<file path="config.mk">
export PLATFORM = sky130hd
export DESIGN_NAME = tbit_poller
export DESIGN_NICKNAME = d
export VERILOG_FILES = /design/src/rtl/tbit_poller_pkg.sv /design/src/rtl/tbit_lane.sv /design/src/rtl/tbit_watchdog.sv /design/src/rtl/tbit_poller.sv
export SDC_FILE = /design/constraint.sdc
export NUM_CORES = 1
export LEC_CHECK = 0
export ABC_AREA = 0
export BUFFER_PORTS_ARGS = -buffer_cell sky130_fd_sc_hd__buf_4
export CORE_ASPECT_RATIO = 1.25
export CORE_UTILIZATION = 30
export CTS_CLUSTER_DIAMETER = 60
export DETAILED_ROUTE_END_ITERATION = 6
export GPL_TIMING_DRIVEN = 0
export PLACE_DENSITY = 0.6
export SYNTH_ARGS = -nofsm -noshare
export SYNTH_HDL_FRONTEND = slang
export SYNTH_HIERARCHICAL = 1
export SYNTH_SLANG_ARGS = --single-unit
</file>
<file path="constraint.sdc">
create_clock -name clk -period 5.14 [get_ports clk]
set_clock_uncertainty 0.05 [all_clocks]
set_input_delay 0.514 -clock clk [delete_from_list [all_inputs] [get_ports clk]]
set_output_delay 0.514 -clock clk [all_outputs]
set_load 0.005 [all_outputs]
</file>
<file path="src/rtl/tbit_poller_pkg.sv">
package tbit_poller_pkg;
  typedef enum logic [1:0] {
    ST_OK   = 2'd0,
    ST_WARN = 2'd1,
    ST_DEV  = 2'd2,
    ST_WD   = 2'd3
  } poll_status_t;

  typedef enum logic [3:0] {
    S_IDLE, S_RD_OLD, S_RD_NEW, S_EVAL, S_GAP,
    S_RE_OLD, S_RE_NEW, S_RE_EVAL, S_RST_WR
  } poll_state_t;
endpackage

</file>
<file path="src/rtl/tbit_lane.sv">
module tbit_lane #(
  parameter int LANE_W  = 8,
  parameter int TOG_POS = 6,
  parameter int TMO_POS = 5
) (
  input  logic [LANE_W-1:0] older,
  input  logic [LANE_W-1:0] newer,
  output logic              toggling,
  output logic              tmo_flag
);
  always_comb begin
    toggling = older[TOG_POS] ^ newer[TOG_POS];
    tmo_flag = newer[TMO_POS];
  end
endmodule

</file>
<file path="src/rtl/tbit_watchdog.sv">
module tbit_watchdog #(
  parameter int LIMIT = 1000
) (
  input  logic clk,
  input  logic rst,
  input  logic load,
  output logic expired
);
  localparam int CW = $clog2(LIMIT + 1);
  logic [CW-1:0] cnt;

  always_ff @(posedge clk) begin
    if (rst)              cnt <= '0;
    else if (load)        cnt <= CW'(LIMIT);
    else if (cnt != '0)   cnt <= cnt - 1'b1;
  end

  assign expired = (cnt == '0);

  AST_WD_RANGE: assert property (@(posedge clk) disable iff (rst)
    cnt <= CW'(LIMIT));

  AST_WD_LOAD: assert property (@(posedge clk) disable iff (rst)
    load |=> (cnt == CW'(LIMIT)));
endmodule

</file>
<file path="src/rtl/tbit_poller.sv">
module tbit_poller
  import tbit_poller_pkg::*;
#(
  parameter int LANES    = 1,
  parameter int LANE_W   = 8,
  parameter int ADDR_W   = 24,
  parameter int GAP_W    = 8,
  parameter int WD_LIMIT = 1000,
  parameter logic [LANES*8-1:0] TOG_POS = {LANES{8'd6}},
  parameter logic [LANES*8-1:0] TMO_POS = {LANES{8'd5}},
  parameter logic [LANE_W-1:0]  RST_CMD = LANE_W'(8'hF0),
  localparam int DATA_W = LANES * LANE_W
) (
  input  logic              clk,
  input  logic              rst,
  input  logic              start,
  input  logic              check_datum,
  input  logic [DATA_W-1:0] expected,
  input  logic [GAP_W-1:0]  gap_cycles,
  input  logic [ADDR_W-1:0] target_addr,
  input  logic [ADDR_W-1:0] base_addr,
  output logic              rd_req,
  output logic [ADDR_W-1:0] rd_addr,
  input  logic              rd_valid,
  input  logic [DATA_W-1:0] rd_data,
  output logic              wr_req,
  output logic [ADDR_W-1:0] wr_addr,
  output logic [DATA_W-1:0] wr_data,
  output logic              done,
  output logic [1:0]        status
);
  poll_state_t       state;
  logic [DATA_W-1:0] older_q, newer_q, datum_q;
  logic              chk_q;
  logic [GAP_W-1:0]  gap_q, gap_cnt;
  logic [LANES-1:0]  tog_v, tmo_v, lane_busy;
  logic              mismatch, still_busy, wd_expired, wd_load;

  assign wd_load = start && (state == S_IDLE);

  tbit_watchdog #(.LIMIT(WD_LIMIT)) u_wd (
    .clk(clk), .rst(rst), .load(wd_load), .expired(wd_expired)
  );

  for (genvar i = 0; i < LANES; i++) begin : g_lane
    tbit_lane #(
      .LANE_W (LANE_W),
      .TOG_POS(int'(TOG_POS[8*i +: 8])),
      .TMO_POS(int'(TMO_POS[8*i +: 8]))
    ) u_lane (
      .older   (older_q[LANE_W*i +: LANE_W]),
      .newer   (newer_q[LANE_W*i +: LANE_W]),
      .toggling(tog_v[i]),
      .tmo_flag(tmo_v[i])
    );
  end

  always_comb begin
    lane_busy  = tog_v & ~tmo_v;
    mismatch   = chk_q && (newer_q != datum_q);
    still_busy = (|lane_busy) || mismatch;
  end

  always_ff @(posedge clk) begin
    if (rst) begin
      state   <= S_IDLE;
      rd_req  <= 1'b0;
      rd_addr <= '0;
      wr_req  <= 1'b0;
      wr_addr <= '0;
      wr_data <= '0;
      done    <= 1'b0;
      status  <= ST_OK;
      older_q <= '0;
      newer_q <= '0;
      datum_q <= '0;
      chk_q   <= 1'b0;
      gap_q   <= '0;
      gap_cnt <= '0;
    end else begin
      done   <= 1'b0;
      wr_req <= 1'b0;
      unique case (state)
        S_IDLE: if (start) begin
          datum_q <= expected;
          chk_q   <= check_datum;
          gap_q   <= gap_cycles;
          rd_addr <= target_addr;
          wr_addr <= base_addr;
          rd_req  <= 1'b1;
          state   <= S_RD_OLD;
        end
        S_RD_OLD: if (rd_valid) begin
          older_q <= rd_data;
          state   <= S_RD_NEW;
        end
        S_RD_NEW: if (rd_valid) begin
          newer_q <= rd_data;
          rd_req  <= 1'b0;
          state   <= S_EVAL;
        end
        S_EVAL: begin
          if (still_busy && !wd_expired) begin
            if (gap_q == '0) begin
              rd_req <= 1'b1;
              state  <= S_RD_OLD;
            end else begin
              gap_cnt <= gap_q;
              state   <= S_GAP;
            end
          end else if (|lane_busy) begin
            done   <= 1'b1;
            status <= ST_WD;
            state  <= S_IDLE;
          end else if (|tog_v) begin
            rd_req <= 1'b1;
            state  <= S_RE_OLD;
          end else begin
            done   <= 1'b1;
            status <= mismatch ? ST_WD : ST_OK;
            state  <= S_IDLE;
          end
        end
        S_GAP: begin
          gap_cnt <= gap_cnt - 1'b1;
          if (gap_cnt == GAP_W'(1)) begin
            rd_req <= 1'b1;
            state  <= S_RD_OLD;
          end
        end
        S_RE_OLD: if (rd_valid) begin
          older_q <= rd_data;
          state   <= S_RE_NEW;
        end
        S_RE_NEW: if (rd_valid) begin
          newer_q <= rd_data;
          rd_req  <= 1'b0;
          state   <= S_RE_EVAL;
        end
        S_RE_EVAL: begin
          if (older_q == newer_q) begin
            done   <= 1'b1;
            status <= ST_WARN;
            state  <= S_IDLE;
          end else begin
            wr_req  <= 1'b1;
            wr_data <= {LANES{RST_CMD}};
            state   <= S_RST_WR;
          end
        end
        S_RST_WR: begin
          done   <= 1'b1;
          status <= ST_DEV;
          state  <= S_IDLE;
        end
        default: state <= S_IDLE;
      endcase
    end
  end

  AST_DONE_PULSE: assert property (@(posedge clk) disable iff (rst)
    done |=> !done);

  AST_NO_READ_AT_DONE: assert property (@(posedge clk) disable iff (rst)
    done |-> !rd_req);

  AST_WR_THEN_DEV: assert property (@(posedge clk) disable iff (rst)
    wr_req |=> (done && status == ST_DEV));

  AST_DEV_AFTER_WR: assert property (@(posedge clk) disable iff (rst)
    (done && status == ST_DEV) |-> $past(wr_req));

  AST_WR_ONE_CYCLE: assert property (@(posedge clk) disable iff (rst)
    wr_req |=> !wr_req);

  AST_ADDR_STABLE: assert property (@(posedge clk) disable iff (rst)
    (rd_req && $past(rd_req)) |-> $stable(rd_addr));
endmodule

</file>
# Word-level counts from Yosys, hierarchy flattened
# Index checks and enable logic that the tools add are counted.
# word_totals
reg_bits	109
latchBits	0
ramBits	0
mem_bits_ro	0
wordCells	111
mem_count	0
# op_classes
add_sub_neg	2
n_mul	0
div	0
order_cmp	0
n_eq_ne	26
shift	0
mux	37
bitwise_logic	5
n_reduce_logical	25
# op_table
operator	count
$mux W4	8
$pmux W4 S8	1
$mux W10	2
$ne A2 B2 Y1 const B	10
$eq A4 B3 Y1 const B	4
$mux W8	2
$pmux W8 S2	1
$mux W1	12
$ne A3 B3 Y1 const B	4
$logic_not A10 Y1	1
$mux W2	5
$reduce_bool A10 Y1	1
$sub A10 B1 Y10 const B	1
$mux W3	3
$eq A4 B2 Y1 const B	2
$eq A8 B1 Y1 const B	1
$eq A8 B8 Y1	1
$logic_not A8 Y1	1
$ne A8 B8 Y1	1
$reduce_and A2 Y1	4
$reduce_or A2 Y1	4
$sub A8 B1 Y8 const B	1
$reduce_and A7 Y1	1
$pmux W2 S3	1
18 further kinds	23

# Depth between registers and ports, before layout
# logic_depth
depth_word	7
depth_mapped	10
ltp_nobuf	9

# Hierarchy
# Netlist, hierarchy kept.
# by_module_without_submodules
mod	instances	cells_each	area_per_inst_um2	seq_area_each_um2
tbit_poller	1	514	4030.1	1981.9
tbit_watchdog	1	64	550.5	200.2
tbit_lane	1	2	16.3	0.0

# Worst setup path after synthesis
# OpenSTA, ideal clock, no wires.
# synth_timing
path_type	register -> register
from	register u_wd.cnt[0]
to	register gap_cnt[1]
t_arrival_ns	2.248
required_time_ns	4.968
setup_slack_ns	2.720
stages_incl_launch_ff	10
n_path_buf	1
cell_sequence	dfxtp_1 -> inv_1 -> ha_1 -> or4b_4 -> nor4_1 -> or3_1 -> nor2_1 -> a21boi_1 -> buf_2 -> o311a_1
# synth_between
elab_chain_cells	5
# synth_lines
element	line	text
start, declared	tbit_watchdog.sv:10	logic [CW-1:0] cnt;
start signal, assigned	tbit_watchdog.sv:14	else if (load) cnt <= CW'(LIMIT);
start signal, assigned	tbit_watchdog.sv:15	else if (cnt != '0) cnt <= cnt - 1'b1;
$logic_not A10 Y1	tbit_watchdog.sv:18	assign expired = (cnt == '0);
named net wd_expired	tbit_poller.sv:37	logic mismatch, still_busy, wd_expired, wd_load;
$logic_not A1 Y1	tbit_poller.sv:103	if (still_busy && !wd_expired) begin
$logic_and A1 B1 Y1	tbit_poller.sv:103	
$ne A2 B2 Y1 (no source line)	--	
$reduce_and A3 Y1 (no source line)	--	
end signal, assigned	tbit_poller.sv:108	gap_cnt <= gap_q;
end signal, assigned	tbit_poller.sv:125	gap_cnt <= gap_cnt - 1'b1;
end, declared	tbit_poller.sv:35	logic [GAP_W-1:0] gap_q, gap_cnt;
# The timed path passes the listed nets, and every way through them passes these cells.
# A chain may end at the register's enable or synchronous reset.

# Final worst setup path
# layout_timing
from	register u_wd.cnt[0]
to	register status[0]
# layout_between
elab_chain_cells	5
# layout_lines
element	line	text
$logic_not A10 Y1	tbit_watchdog.sv:18	
named net wd_expired	tbit_poller.sv:37	
$logic_not A1 Y1	tbit_poller.sv:103	
$logic_and A1 B1 Y1	tbit_poller.sv:103	
$ne A2 B2 Y1 (no source line)	--	
$reduce_and A4 Y1 (no source line)	--	
end signal, assigned	tbit_poller.sv:120	status <= mismatch ? ST_WD : ST_OK;
end, declared	tbit_poller.sv:30	output logic [1:0] status
# The timed path passes the listed nets, and every way through them passes these cells.

==> flow_summary.toml <==
[run_status]
status = "finished, final reports clean"

[yosys]
synth.top_cell.area_share_pct = 47.5
syn_inst = 580
synth.area.top_cells = "dfxtp_1 (47%), nand2_1 (14%), a21oi_1 (11%)"
synthArstFlopShare_pct = 0
yosys_warnings = 6
ys_seq_area_share_pct = 47.5
synth_cell_types = 59
syn_area_sq_mm = 0.00460
synth_top_cell_by_area = "dfxtp_1"
synth-edff-count = 0
synth_flop_cell = "dfxtp_1"
synth_seq_cells = 109
synth_area_per_cell_sq_um = 7.93

[worst_setup_path]
reg2reg_depth = 9
crit_type = "register to register"
critPathMaxStageDelay_ns = 0.52
startpoint_type = "register"
timing.rr.start = "u_wd/cnt[0]"
path_cells = "inv_1 -> ha_1 -> or4b_4 -> nor4_1 -> nor3_1 -> a21oi_1 -> o211ai_1 -> a311o_1 -> a21oi_1"
worst_path_max_delay_cell = "or4b_4"
ff2ff_setup_slack_ns = 2.25
cp-end-kind = "register"
cp_max_fo = 7
required_ns = 5.36
rr_endpoint = "status[0]"
cp_data_arrival_time_ns = 3.11
crit_top_cell = "a21oi_1"

[global_routing]
grt_max_degree = 17
grt_usage_pct = 15.6
antenna_found_initial = 0
overflow = 0
grt_pass1_vias = 4007
grt_pass1_wl_um = 19400

[timing]
rsz0062_at_grt = "no"
setup_violations = 0
worst_slack_ns = 2.25
hold_violations = 0
fin_crit_ns = 2.89
final_max_slew_viol_count = 0
worstMarginPinSlew_ns = 0.977
finalCritPeriodShare_pct = 56.2
maxSlewHeadroom_pct = 34.3
max_freq_ghz = 0.346
worst_hold_slack_ns = 0.356
tns_ns = 0

[drt]
wl_per_cell_um = 13.3
vias = 4306
drtIter0Drc = 209
remaining_drc_errors = 0
viasPerCell = 4.72
ant_nets = 0
wirelength_um = 12100
drt_first_pass_iters = 4

[hold_path]
min_to = "rd_addr[14]"
hold_depth = 3
min_from = "target_addr[14]"
hold_path.class = "input port to register"

[power]
peakVddDrop_uv = 164
p_leak_nw = 2.47
switching_share_pct = 29.0
p_comb_share_pct = 21.3
clkPwrFrac_pct = 32.2
power_density_mw_per_mm2 = 346
p_sw_w = 0.000614
power_frac_seq_pct = 46.5
p_int_w = 0.00150

[die]
pin_count = 138
start_util_pct = 30.7
die_w_um = 113
dieHeight_um = 140
die_area_sq_mm = 0.0158
core_area_sq_mm = 0.0150
rows = 50

[place]
gp_congestion = 0.792
postPlaceCellArea_sq_mm = 0.00583
dp_slack_ns = 2.31
dp.cells = 897
portBuffers = 132
dp_hpwl_um = 8930

[clock_network]
cts_tree = "built"
post_cts_buffers = 0
clock_latency_ns = 0.35
cts.sinks = 109
cts_made_buffers = 9
cts_resized = 0
cts_root_buf = "clkbuf_16"
htreeDepth = 3
path_clk_slew_ns = 0.07
postCtsHoldBufs = 0
cts_buffer_depth = 2

[layout]
layout.nets = 806
synthToLayoutAreaGrowth_pct = 33.0
layout_commonest_cell = "nand2_1"
fin_cells = 912
drive_gt1_share_pct = 23.6
finalInstanceArea_sq_mm = 0.00611
layout_common_cells = "nand2_1 (172), buf_4 (140), dfxtp_1 (109), a21oi_1 (102), clkbuf_1 (27)"
antennaDiodeCount = 0

[flow_run]
cap_violations = 0
Yosys cell counts, types with 2 or more instances:
cell type,n
o21ai_0,8
mux2i_1,2
nand3b_1,8
nor3_1,10
buf_2,5
nor2_1,21
clkbuf_1,26
ha_1,3
or2_2,3
or4_1,3
a211oi_1,3
o21ai_1,2
or3_1,5
nand2b_1,4
nand4_1,4
a41o_1,3
dfxtp_1,109
xnor2_1,18
o211ai_1,3
nor4_1,3
nand3_1,4
inv_1,10
nand2_1,172
buf_4,8
a21oi_1,102
a311oi_1,3
buf_1,4
a31oi_1,2
o22ai_1,2
worst max-delay path by stage:
stage | start | endpoint | slack, ns | depth (start not counted)
floorplan | u_wd/cnt[0] | gap_cnt[1] | 2.72 | 9
global placement | u_wd/cnt[0] | gap_cnt[1] | 2.27 | 9
detailed placement | u_wd/cnt[0] | gap_cnt[1] | 2.31 | 9
CTS | u_wd/cnt[0] | status[0] | 2.28 | 9
global route | u_wd/cnt[0] | status[0] | 2.09 | 9
finish | u_wd/cnt[0] | status[0] | 2.25 | 9
registers in the layout, summed over array words and instances, names as in the netlist:
signal,cells
status,2
wr_addr,24
done,1
older_q,8
chk_q,1
wr_data,1
rd_addr,24
gap_q,8
u_wd/cnt,10
rd_req,1
state,4
gap_cnt,8
datum_q,8
wr_req,1
newer_q,8
critical path, delay by kind of cell, from the launching register on:
family | cells | cell delay, ns
AO/OA/AOI/OAI | 4 | 0.92
adder cells (fa/ha/maj) | 1 | 0.26
buffers and inverters | 1 | 0.08
flip-flops | 1 | 0.34
AND/OR/NAND/NOR | 3 | 1.17
routing by layer:
layer	GRT usage [%]	vias up	share of wire, %
met3	4.54	16	6.6
met4	7.16	0	2.3
li1	-	2247	-
met1	19.2	1937	45
met2	25.0	106	46
met5	0	-	0
final cells by class:
| class | instances | area, sq um |
|---|---|---|
| repair buffers | 132 | 991 |
| multi-input cells | 421 | 2190 |
| clock inverters | 2 | 17.5 |
| fillers | 1622 | 8840 |
| clock buffers | 13 | 270 |
| plain buffers | 43 | 198 |
| flip-flops and latches | 109 | 2180 |
| well taps | 182 | 228 |
| inverters | 10 | 37.5 |
kinds of logic (layout without fill, tap and decap cells):
logic type,count (synthesis),in the layout,share of synthesized area [%]
buf+inv,53,200,5.12
compound gates,140,140,17.1
flops,109,109,47.5
fa+ha+maj,3,3,0.817
xor+xnor,19,19,3.62
mux,3,3,0.680
simple gates,252,252,25.1
other cells,1,4,0.0816
metrics by stage:
stage	power (W)	util [%]
2_1_floorplan	0.00127	-
3_3_place_gp	0.00145	39.0
3_5_place_dp	0.00146	39.0
4_1_cts	0.00214	40.9
5_1_grt	0.00223	40.9
6_report	0.00211	40.9
power by group through the flow:
stage,Clock [W],Combinational [W],Sequential (W)
global placement,0,0.000452,0.00100
floorplan,0,0.000276,0.000992
global route,0.000733,0.000506,0.000993
finish,0.000680,0.000450,0.000983
CTS,0.000703,0.000456,0.000982
detailed placement,0,0.000454,0.00100
Power figures use the tool's default switching activity.
